<file path="src/rtl/irq_merge_arb.sv">
module irq_merge_arb #(
  parameter int LVL_W  = 3,
  parameter int SLOT_W = 4,
  parameter int VEC_W  = 8
) (
  input  logic              clk,
  input  logic              rst_n,
  input  logic              c0_valid,
  input  logic [LVL_W-1:0]  c0_level,
  input  logic [SLOT_W-1:0] c0_slot,
  input  logic [VEC_W-1:0]  c0_vector,
  input  logic              c1_valid,
  input  logic [LVL_W-1:0]  c1_level,
  input  logic [SLOT_W-1:0] c1_slot,
  input  logic [VEC_W-1:0]  c1_vector,
  input  logic              ack_req,
  output logic [LVL_W-1:0]  irq_level,
  output logic [VEC_W-1:0]  irq_vector,
  output logic              c0_ack,
  output logic              c1_ack
);
  localparam int KEY_W = LVL_W + SLOT_W;

  logic [KEY_W-1:0] key0, key1;
  logic             live_pick1, live_any;
  logic [LVL_W-1:0] live_level;
  logic [VEC_W-1:0] live_vector;

  logic             held_q, pick1_q, any_q;
  logic [LVL_W-1:0] level_q;
  logic [VEC_W-1:0] vector_q;
  logic             hold;
  logic             pick1, any_v;

  assign key0 = {c0_level, c0_slot};
  assign key1 = {c1_level, c1_slot};

  assign live_any   = c0_valid | c1_valid;
  assign live_pick1 = c1_valid & (~c0_valid | (key1 > key0));

  assign live_level  = !live_any  ? '0 : (live_pick1 ? c1_level  : c0_level);
  assign live_vector = !live_any  ? '0 : (live_pick1 ? c1_vector : c0_vector);

  always_ff @(posedge clk or negedge rst_n) begin
    if (!rst_n) begin
      held_q   <= 1'b0;
      pick1_q  <= 1'b0;
      any_q    <= 1'b0;
      level_q  <= '0;
      vector_q <= '0;
    end else begin
      held_q <= ack_req;
      if (ack_req && !held_q) begin
        pick1_q  <= live_pick1;
        any_q    <= live_any;
        level_q  <= live_level;
        vector_q <= live_vector;
      end
    end
  end

  assign hold  = ack_req & held_q;
  assign pick1 = hold ? pick1_q : live_pick1;
  assign any_v = hold ? any_q   : live_any;

  assign irq_level  = hold ? level_q  : live_level;
  assign irq_vector = hold ? vector_q : live_vector;

  assign c0_ack = ack_req & any_v & ~pick1;
  assign c1_ack = ack_req & any_v &  pick1;
endmodule


</file>
<file path="config.mk">
export PLATFORM = sky130hd
export DESIGN_NAME = irq_merge_arb
export DESIGN_NICKNAME = d
export VERILOG_FILES = /design/src/rtl/irq_merge_arb.sv
export SDC_FILE = /design/constraint.sdc
export NUM_CORES = 1
export LEC_CHECK = 0
export BUFFER_PORTS_ARGS = -buffer_cell sky130_fd_sc_hd__buf_4
export CAP_MARGIN = 20
export CORE_MARGIN = 1
export CORE_UTILIZATION = 50
export DETAILED_ROUTE_END_ITERATION = 8
export PLACE_DENSITY = 0.8
export SLEW_MARGIN = 0
export SYNTH_ARGS = -nofsm -noshare
export SYNTH_HDL_FRONTEND = slang
export SYNTH_SLANG_ARGS = --single-unit
</file>
<file path="constraint.sdc">
create_clock -name clk -period 2.8 [get_ports clk]
set_input_delay 0.42 -clock clk [delete_from_list [all_inputs] [get_ports clk]]
set_output_delay 0.42 -clock clk [all_outputs]
set_load 0.05 [all_outputs]
</file>
======== Yosys cells after proc, flatten, opt, wreduce, memory -nomap -nowiden ========
Index checks and enable logic that the tools add are counted.
word-level totals
  bits in registers ....................... 14
  input bits .............................. 35
  logic and storage cells ................. 25
cells by class
  magnitude comparators ................... 1
  mux-type cells .......................... 8
  bitwise gates (word level) .............. 9
  reductions and logical operators ........ 2
operators by type and width
  cell                 count
  $mux W8              3
  $mux W3              3
  $gt A7 B7 Y1         1
  $and A1 B1 Y1        5
  $mux W1              2
  $not A1 Y1           2
  $or A1 B1 Y1         2
  $logic_and A1 B1 Y1  1
  $logic_not A1 Y1     1

======== Depth between registers and ports, before layout ========
Gate-level depths: netlist (run 1).
  word-level depth ........................ 6
  mapped depth ............................ 8
  mapped depth without buffers ............ 6

======== Worst setup path before layout (run 1) ========
Ideal clock, no wire load.
  path kind ............................... input to output
  start ................................... input c0_level[0]
  end ..................................... output irq_level[0]
  arrival time ............................ 2372 ps
  data required time ...................... 2380 ps
  path slack .............................. 8 ps
  cell stages on the path ................. 6
  path through ............................ inv_1 > ha_1 > a211o_1 > a2111oi_0 > a32oi_1 > o221ai_1
between the ends
  cells in the longest elaborated chain, start to end .. 6
ends and longest elaborated chain
  item                     RTL line  RTL
  start, declared          9         input logic [LVL_W-1:0] c0_level,
  $gt A7 B7 Y1             39        assign live_pick1 = c1_valid & (~c0_valid | (key1 > key0));
  $or A1 B1 Y1             39
  $and A1 B1 Y1            39
  $mux W3 * (2 in series)  41        assign live_level = !live_any ? '0 : (live_pick1 ? c1_level : c0_level);
  $mux W3 *                66        assign irq_level = hold ? level_q : live_level;
  end, declared            17        output logic [LVL_W-1:0] irq_level,
Mark *: on every way between the ends. The rest lies on a longest branch, timed or not.

======== Worst setup path after layout (run 1) ========
  start ................................... input c0_level[0]
  end ..................................... output irq_level[2]
between the ends
  cells in the longest elaborated chain, start to end .. 6
ends and longest elaborated chain
  item                   RTL line
  $gt A7 B7 Y1           39
  $or A1 B1 Y1           39
  $and A1 B1 Y1          39
  $mux W3 (2 in series)  41
  $mux W3                66
Every way passes these cells.

==> results of run 1 <==
[state kept, by name, summed over array words and instances, names as in the netlist]
| register | count |
|---|---|
| vector_q | 8 |
| level_q | 3 |
| any_q | 1 |
| held_q | 1 |
| pick1_q | 1 |
[through the flow]
stage	setup TNS [ns]	total power, uW
3_3_place_gp	0	597.2
2_1_floorplan	0	488.5
6_report	0	783.7
4_1_cts	0	776.5
5_1_grt	-0.02555	819.3
3_5_place_dp	-0.04892	611.1
[kinds of logic (layout without fill, tap and decap cells)]
family | after synthesis | count (layout) | synth area share (%)
AOI/OAI and AO/OA | 62 | 62 | 34.77
adders and majority gates | 7 | 7 | 6.289
buffers and inverters | 28 | 75 | 8.894
DFF | 14 | 14 | 25.16
and+or+nand+nor | 75 | 75 | 24.89
[metal layers]
metal  up-vias  share of wire, %  global-route usage (%)
met1       828                38                   37.04
met5         -                 0                       0
li1        814                 -                       -
met4         0               2.1                   15.81
met2        92                52                   61.04
met3        17               7.6                   4.722
[worst register-to-register path: cells and delay by family, from the launching register on]
family             cells  cell delay (ns)
DFF                    1             0.44
AOI/OAI and AO/OA      1             0.18
and+or+nand+nor        3             0.86
[layout by cell type (no fill, tap or decap), drive strengths merged, types with 2 or more instances in the layout]
cell / instances
buf: 59
nand3: 33
nor2: 19
a22oi: 16
o2111ai: 16
nand2: 15
dfrtp: 14
inv: 11
ha: 7
o211ai: 4
o21ai: 4
clkbuf: 4
a21oi: 3
a32oi: 3
a31oi: 3
a2111oi: 3
o221ai: 3
nand4: 2
a211o: 2
o21a: 2
nand2b: 2
[power groups by stage]
stage / clock network [uW] / logic (uW) / registers, uW
floorplan: 0 / 239 / 249
global placement: 0 / 345 / 252
detailed placement: 0 / 357 / 254
CTS: 164 / 362 / 251
global route: 168 / 398 / 254
finish: 161 / 372 / 251
[timing repair]
action | in CTS | in global routing
hold endpoints to repair | 14 | 0
resized for setup | 0 | 5
cloned | 0 | 0
hold buffers | 1 | 0
pin swaps | 1 | 2
endpoints found under the setup margin | 2 | 2
buffers inserted | 2 | 0
[final cells by class]
type | count | area (um2)
multi-input cells | 144 | 932.1
fillers | 204 | 686.9
repair buffers | 60 | 460.4
flip-flops and latches | 14 | 350.3
inverters | 11 | 41.29
well taps | 30 | 37.54
clock buffers | 4 | 36.28
[path summary, 6_finish.rpt]
path	startpoint	to	slack (ns)
worst max register to register	held_q$_DFF_PN0_	vector_q[0]$_DFFE_PN0P_	1.21
worst max-delay path	c0_level[0]	irq_level[2]	0.08
worst min register to register	any_q$_DFFE_PN0P_	any_q$_DFFE_PN0P_	0.48
max in group asynchronous	rst_n	vector_q[7]$_DFFE_PN0P_	2.10
worst min-delay path	ack_req	held_q$_DFF_PN0_	0.26
min in group asynchronous	rst_n	vector_q[2]$_DFFE_PN0P_	0.51
==> results.yml, run 1 <==
status:
  status: "completed"
cells_and_area:
  areaGrowthSynthToFinish_pct: 33.42
  drive_gt1_share_pct: 28.33
  fin_util_pct: 73.01
  fin_cells: 263
  stdcell_area_um2: 1858
  nets: 276
  antennaDiodeCount: 0
grt:
  grt_pass1_wl_um: 7148
  grt.overflow.total: 0
  grt_max_degree: 20
  grt.total_usage_pct: 33.35
  antenna_found_initial: 0
  grt_pass1_vias: 1668
synthesis:
  ys_seq_elements: 14
  syn-cell-area_um2: 1393
  ys_seq_area_share_pct: 25.16
  syn_inst: 186
  synth_edf_count: 0
  synth.distinct_cells: 31
  yosysMostFrequentCell: "nand3_1"
  async_reset_ff_share_pct: 100.0
  postSynthAreaPerCell_um2: 7.487
  yosysTopAreaCellShare_pct: 25.16
  yosys.area.top_type: "dfrtp_1"
  synth_area_leaders: "dfrtp_1, nand3_1, o2111ai_1"
  syn-num-nets: 228
  synthTopCellsByCount: "nand3_1, nor2_1, a22oi_1, o2111ai_1, nand2_1"
  ys_warn_count: 0
  synth_flop_cell: "dfrtp_1"
timing:
  hold_viol: 0
  slew_viol_final: 0
  worstMarginPinSlew_ns: 0.7109
  final-setup-viol-count: 0
  slew_headroom_pct: 52.61
  setup_ws_ns: 0.08231
  fin_hold_ws_ns: 0.2607
  max_freq_mhz: 368.0
  timing.final.crit_share_pct: 97.06
  rsz0062_at_grt: "true"
  fin_crit_ns: 2.718
  fin_skew_ns: 0.009473
floorplanning:
  die_h_um: 54.78
  start_util_pct: 54.72
  io_pins: 48
  coreArea_um2: 2545
  fp-row-count: 18
  dieWidth_um: 54.78
  dieArea_um2: 3000
power_and_ir_drop:
  p_comb_share_pct: 47.5
  peakVddDrop_mv: 0.2932
  static-leakage-power_uw: 0.0008556
  pwr-share-seq_pct: 32.0
  intPower_uw: 454.3
  p_sw_share_pct: 42.02
  power.density_nw_per_um2: 421.8
  power.switching_uw: 329.3
  clkPwrFrac_pct: 20.5
clock_tree:
  htree_levels: 1
  cts_buffers: 3
  clockBufferDepth: 2
  clockRootBuffer: "clkbuf_4"
  insertion_delay_ns: 0.30
  clock-sinks: 14
  path_clk_slew_ns: 0.11
  cts_tree: "built"
detailed_routing:
  wirelength_um: 4652
  first_pass_iters: 5
  ant_nets: 0
  drt-wirelength-per-cell_um: 17.69
  vias: 1751
  drc_errors: 0
  avgViaCountPerCell: 6.658
  drt_iter0_drc: 91
worst_setup_path:
  cp_max_fo: 5
  crit_path_end_kind: "output pin"
  ff2ff_path_depth: 4
  critical_path_arrival_ns: 2.30
  path_class: "in2out"
  crit_buf_inv: 4
  critPathSlowestCell: "a211o_1"
  crit_chain: "buf_4 > inv_1 > ha_1 > a211o_1 > a211o_1 > o211ai_1 > buf_4 > o221ai_1 > buf_4"
  critical_path_depth: 9
  cp-start-kind: "primary input"
  crit_family: "compound AO/OA/AOI/OAI gates"
  crit_top_cell: "buf_4"
  worst_ep_required_time_ns: 2.38
  slowest_delay_ns: 0.38
run:
  maxCapViolations: 0
placement:
  placed_cell_area_um2: 1775
  dp.cells: 256
  place.detailed.hpwl_um: 3309
  place_congestion: 0.8378
  pre_cts_slack_ns: -0.04892
  io_buffers: 47
min_path:
  hold_class: "in2reg"
  whs_path_depth: 1
(Power assumes the default switching activity.)
==> inputs of run 2 (changes only) <==
--- a/config.mk
+++ b/config.mk
@@ -10,6 +10,7 @@
 export CORE_MARGIN = 1
 export CORE_UTILIZATION = 50
 export DETAILED_ROUTE_END_ITERATION = 8
+export MAX_ROUTING_LAYER = met4
 export PLACE_DENSITY = 0.8
 export SLEW_MARGIN = 0
 export SYNTH_ARGS = -nofsm -noshare
==> results.yml, run 2 (synthesis results as in run 1) <==
cells_and_area:
  antennaDiodeCount: 0
  areaGrowthSynthToFinish_pct: 33.42
  top_regs: "vector_q x8, level_q x3"
  seq_area_um2: 350.3
  fill_cells: 204
  fin_util_pct: 73.01
  largest_reg_flops: 8
  nets: 276
  drive_gt1_share_pct: 28.33
  final_cell_mix: "buf_4, nand3_1, nor2_1"
  final_common_cell: "buf_4"
  multi_input_area_um2: 932.1
  largest-register: "vector_q"
clock_tree:
  clockBufferDepth: 2
  cts_buffers: 3
  cts_tree: "built"
  insertion_delay_ns: 0.30
  htree_levels: 1
  clockRootBuffer: "clkbuf_4"
  clock-sinks: 14
  path_clk_slew_ns: 0.11
worst_setup_path:
  cp-start-kind: "primary input"
  cp_max_fo: 5
  rr_startpoint: "held_q$_DFF_PN0_"
  reg2reg_slack_ns: 1.18
  crit_path_end_kind: "output pin"
  r2r-end: "vector_q[0]$_DFFE_PN0P_"
  path_class: "in2out"
  worst_ep_required_time_ns: 2.38
  critical_path_arrival_ns: 2.29
  ff2ff_path_depth: 4
detailed_routing:
  avgViaCountPerCell: 6.662
  drt_iter0_drc: 88
  wirelength_um: 4642
  vias: 1752
  drt-wirelength-per-cell_um: 17.65
  first_pass_iters: 4
  ant_nets: 0
  drc_errors: 0
timing:
  hold_viol: 0
  max_freq_mhz: 369.0
  fin_crit_ns: 2.710
  tns_ns: 0
  slew_headroom_pct: 50.59
  setup_ws_ns: 0.09008
  worstMarginPinSlew_ns: 0.7411
  timing.final.crit_share_pct: 96.78
  rsz0062_at_grt: "true"
  fin_skew_ns: 0.007340
  fin_hold_ws_ns: 0.2598
  final-setup-viol-count: 0
  slew_viol_final: 0
floorplanning:
  io_pins: 48
  fp-row-count: 18
  dieWidth_um: 54.78
  coreArea_um2: 2545
  dieArea_um2: 3000
  start_util_pct: 54.72
  die_h_um: 54.78
min_path:
  min_to: "held_q$_DFF_PN0_"
  hold_class: "in2reg"
  hp-start: "ack_req"
  whs_path_depth: 1
grt:
  grt.total_usage_pct: 34.47
  grt_max_degree: 20
  antenna_found_initial: 0
  grt.overflow.total: 0
  grt_pass1_wl_um: 7196
  grt_pass1_vias: 1661
placement:
  pre_cts_slack_ns: -0.04892
  io_buffers: 47
  place_congestion: 0.8509
  place.detailed.hpwl_um: 3309
power_and_ir_drop:
  peakVddDrop_mv: 0.2927
  power.density_nw_per_um2: 422.5
  static-leakage-power_uw: 0.0008556
status:
  status: "completed"
run:
  maxCapViolations: 0
-- run 2: cell counts in the layout (fill, tap and decap cells not counted) --
No cell type changed its count.
-- run 2: critical path, cell delays in order --
cell and delay (ns):
buf_4 0.08, inv_1 0.05, ha_1 0.31, a211o_1 0.38, a211o_1 0.30, o211ai_1 0.23, buf_4 0.18, o221ai_1 0.12
buf_4 0.21
-- run 2: layout make-up --
class	instances	share of cell area, %
clock buffers	4	1.953
inverters	11	2.222
well taps	30	2.020
multi-input cells	144	50.17
flip-flops and latches	14	18.86
repair buffers	60	24.78
-- run 2: report_power, final --
part | internal, uW | switching, uW | total, uW
sequential | 233 | 18.0 | 251
combinational | 142 | 230 | 372
clock | 79.2 | 82.6 | 162
-- run 2: worst max path at each step --
stage,startpoint,to,slack [ns]
final,c0_level[0],irq_level[2],0.09
after global routing,c0_level[0],irq_level[2],-0.03
after CTS,c0_level[0],irq_level[2],0.12
after detailed placement,c0_level[0],irq_level[1],-0.05
after global placement,c0_level[0],irq_level[1],0.12
after floorplan,c0_level[0],irq_level[0],0.008
-- run 2: timing repair --
| item | CTS | global route |
|---|---|---|
| hold buffers | 1 | 0 |
| cloned | 0 | 0 |
| endpoints found under the hold margin | 14 | 0 |
| pin swaps | 1 | 2 |
| resized for setup | 0 | 5 |
| endpoints found under the setup margin | 2 | 2 |
| buffers inserted | 2 | 0 |
-- run 2: routing by layer --
metal	up-vias	GRT usage, %	part of all wire (%)
li1	812	-	-
met1	838	37.21	39
met2	87	61.65	53
met3	15	5.278	6.5
met4	0	14.53	1.4
met5	-	-	0
-- run 2: metrics by stage --
step	instance area, um2	std cells	power [uW]
floorplan	1393	186	488.5
global placement	1775	256	597.2
detailed placement	1775	256	611.1
CTS	1837	263	776.5
global route	1858	263	819.3
finish	1858	263	785.1
==> inputs of run 3 (changes only) <==
--- a/config.mk
+++ b/config.mk
@@ -12,6 +12,7 @@
 export DETAILED_ROUTE_END_ITERATION = 8
 export MAX_ROUTING_LAYER = met4
 export PLACE_DENSITY = 0.8
+export SETUP_SLACK_MARGIN = 0.5
 export SLEW_MARGIN = 0
 export SYNTH_ARGS = -nofsm -noshare
 export SYNTH_HDL_FRONTEND = slang
==> constraint.sdc (replaced) <==
create_clock -name clk -period 2.6 [get_ports clk]
set_input_delay 0.39 -clock clk [delete_from_list [all_inputs] [get_ports clk]]
set_output_delay 0.39 -clock clk [all_outputs]
set_load 0.05 [all_outputs]
==> results.yml, run 3 (synthesis results as in run 1) <==
timing:
  worstMarginPinSlew_ns: 0.7300
  hold_viol: 0
  setup_ws_ns: 0.09647
  max_freq_mhz: 399.4
  rsz0062_at_grt: "true"
  fin_hold_ws_ns: 0.2484
  slew_viol_final: 0
  tns_ns: 0
  final-setup-viol-count: 0
  timing.final.crit_share_pct: 96.29
  fin_skew_ns: 0.004366
  slew_headroom_pct: 50.72
  fin_crit_ns: 2.504
grt:
  grt.overflow.total: 0
  antenna_found_initial: 0
  grt.total_usage_pct: 33.25
  use_met3_pct: 8.056
  grt_pass1_wl_um: 6906
  top_usage_layer: "met2"
  grt_max_degree: 20
  grt_pass1_vias: 1525
  use_met2_pct: 53.41
  grt.met1_usage_pct: 40.84
status:
  status: "completed"
power_and_ir_drop:
  power.density_nw_per_um2: 407.4
  power.switching_uw: 378.1
  peakVddDrop_mv: 0.4297
  p_sw_share_pct: 43.30
  clkPwrFrac_pct: 15.0
  static-leakage-power_uw: 0.0009235
  p_comb_share_pct: 54.0
  finalPower_uw: 873.1
  pwr-share-seq_pct: 31.0
  intPower_uw: 495.0
floorplanning:
  dieArea_um2: 3000
  start_util_pct: 54.72
  io_pins: 48
  fp-row-count: 18
  coreArea_um2: 2545
  dieWidth_um: 54.78
  die_h_um: 54.78
cells_and_area:
  drive_gt1_share_pct: 40.60
  fill_cells: 153
  antennaDiodeCount: 0
  top_regs: "vector_q x8, level_q x3"
  fin_cells: 264
  largest-register: "vector_q"
  largest_reg_flops: 8
  final_cell_mix: "buf_4, nand3_1, nor2_1"
  nets: 278
  areaGrowthSynthToFinish_pct: 53.91
  final_common_cell: "buf_4"
placement:
  io_buffers: 47
  place.detailed.hpwl_um: 3204
  pre_cts_slack_ns: -0.002137
  place_congestion: 0.9011
  dp.cells: 256
clock_tree:
  clockBufferDepth: 2
  clockRootBuffer: "clkbuf_4"
  clock-sinks: 14
  cts_buffers: 3
  cts_tree: "built"
  htree_levels: 1
  path_clk_slew_ns: 0.08
  insertion_delay_ns: 0.29
worst_setup_path:
  path_class: "in2out"
  critical_path_arrival_ns: 2.11
  cp_max_fo: 19
  slowest_delay_ns: 0.31
  ff2ff_path_depth: 4
  worst_ep_required_time_ns: 2.21
  crit_chain: "buf_8 > inv_8 > ha_4 > a211o_1 > a211o_1 > buf_4 > o2111ai_2 > nand3_4 > buf_4"
  cp-start-kind: "primary input"
  crit_path_end_kind: "output pin"
  critPathSlowestCell: "a211o_1"
min_path:
  whs_path_depth: 1
  hold_class: "in2reg"
detailed_routing:
  drc_errors: 0
  vias: 1813
  first_pass_iters: 5
  drt-wirelength-per-cell_um: 17.86
  wirelength_um: 4714
  ant_nets: 0
  avgViaCountPerCell: 6.867
  drt_iter0_drc: 85
run:
  maxCapViolations: 0
-- run 3: changes by cell type in the layout (fill, tap and decap cells not counted), sizes merged --
cell	before	now
buf	59	61
clkbuf	4	3
-- run 3: power groups by stage --
stage | clock network, uW | logic (uW) | registers (uW)
floorplan | 0 | 295 | 268
global placement | 0 | 412 | 271
detailed placement | 0 | 426 | 274
CTS | 132 | 449 | 270
global route | 144 | 499 | 272
finish | 131 | 472 | 271
-- run 3: path summary, 6_finish.rpt --
check,endpoint,startpoint,slack [ns]
worst max-delay path,irq_vector[2],c0_level[0],0.1
max in group asynchronous,held_q$_DFF_PN0_,rst_n,1.94
min in group asynchronous,level_q[0]$_DFFE_PN0P_,rst_n,0.48
worst min-delay path,held_q$_DFF_PN0_,ack_req,0.25
worst max register to register,vector_q[3]$_DFFE_PN0P_,held_q$_DFF_PN0_,1.01
worst min register to register,any_q$_DFFE_PN0P_,any_q$_DFFE_PN0P_,0.50
-- run 3: cell type report --
type | instances | area (um2) | area share (%)
tap | 30 | 37.54 | 1.751
sequential | 14 | 350.3 | 16.35
clock buffer | 3 | 22.52 | 1.051
timing repair buffer | 62 | 498.0 | 23.23
inverter | 11 | 48.80 | 2.277
multi-input combinational | 144 | 1186 | 55.34
-- run 3: what timing repair did --
| item | in CTS | in global routing |
|---|---|---|
| resized for setup | 19 | 8 |
| hold buffers | 1 | 0 |
| hold endpoints to repair | 14 | 0 |
| buffers inserted | 1 | 3 |
| endpoints found under the setup margin | 13 | 13 |
| pin swaps | 2 | 3 |
-- run 3: per-layer routing --
layer	wire [um]	up-vias
met3	475	18
met1	1806	853
met4	123	0
li1	-	823
met2	2308	119
met5	0	-
-- run 3: critical path: cells and delay by family --
family / cells / cell delay (ns)
simple gates: 1 / 0.08
buf+inv: 4 / 0.59
compound gates: 3 / 0.86
fa+ha+maj: 1 / 0.19
-- run 3: per-stage QoR --
| step | cell area (um2) | utilization [%] |
|---|---|---|
| global placement | 1939 | 76.20 |
| CTS | 2072 | 81.42 |
| detailed placement | 1939 | 76.20 |
| floorplan | 1556 | - |
| finish | 2143 | 84.22 |
| global route | 2143 | 84.22 |
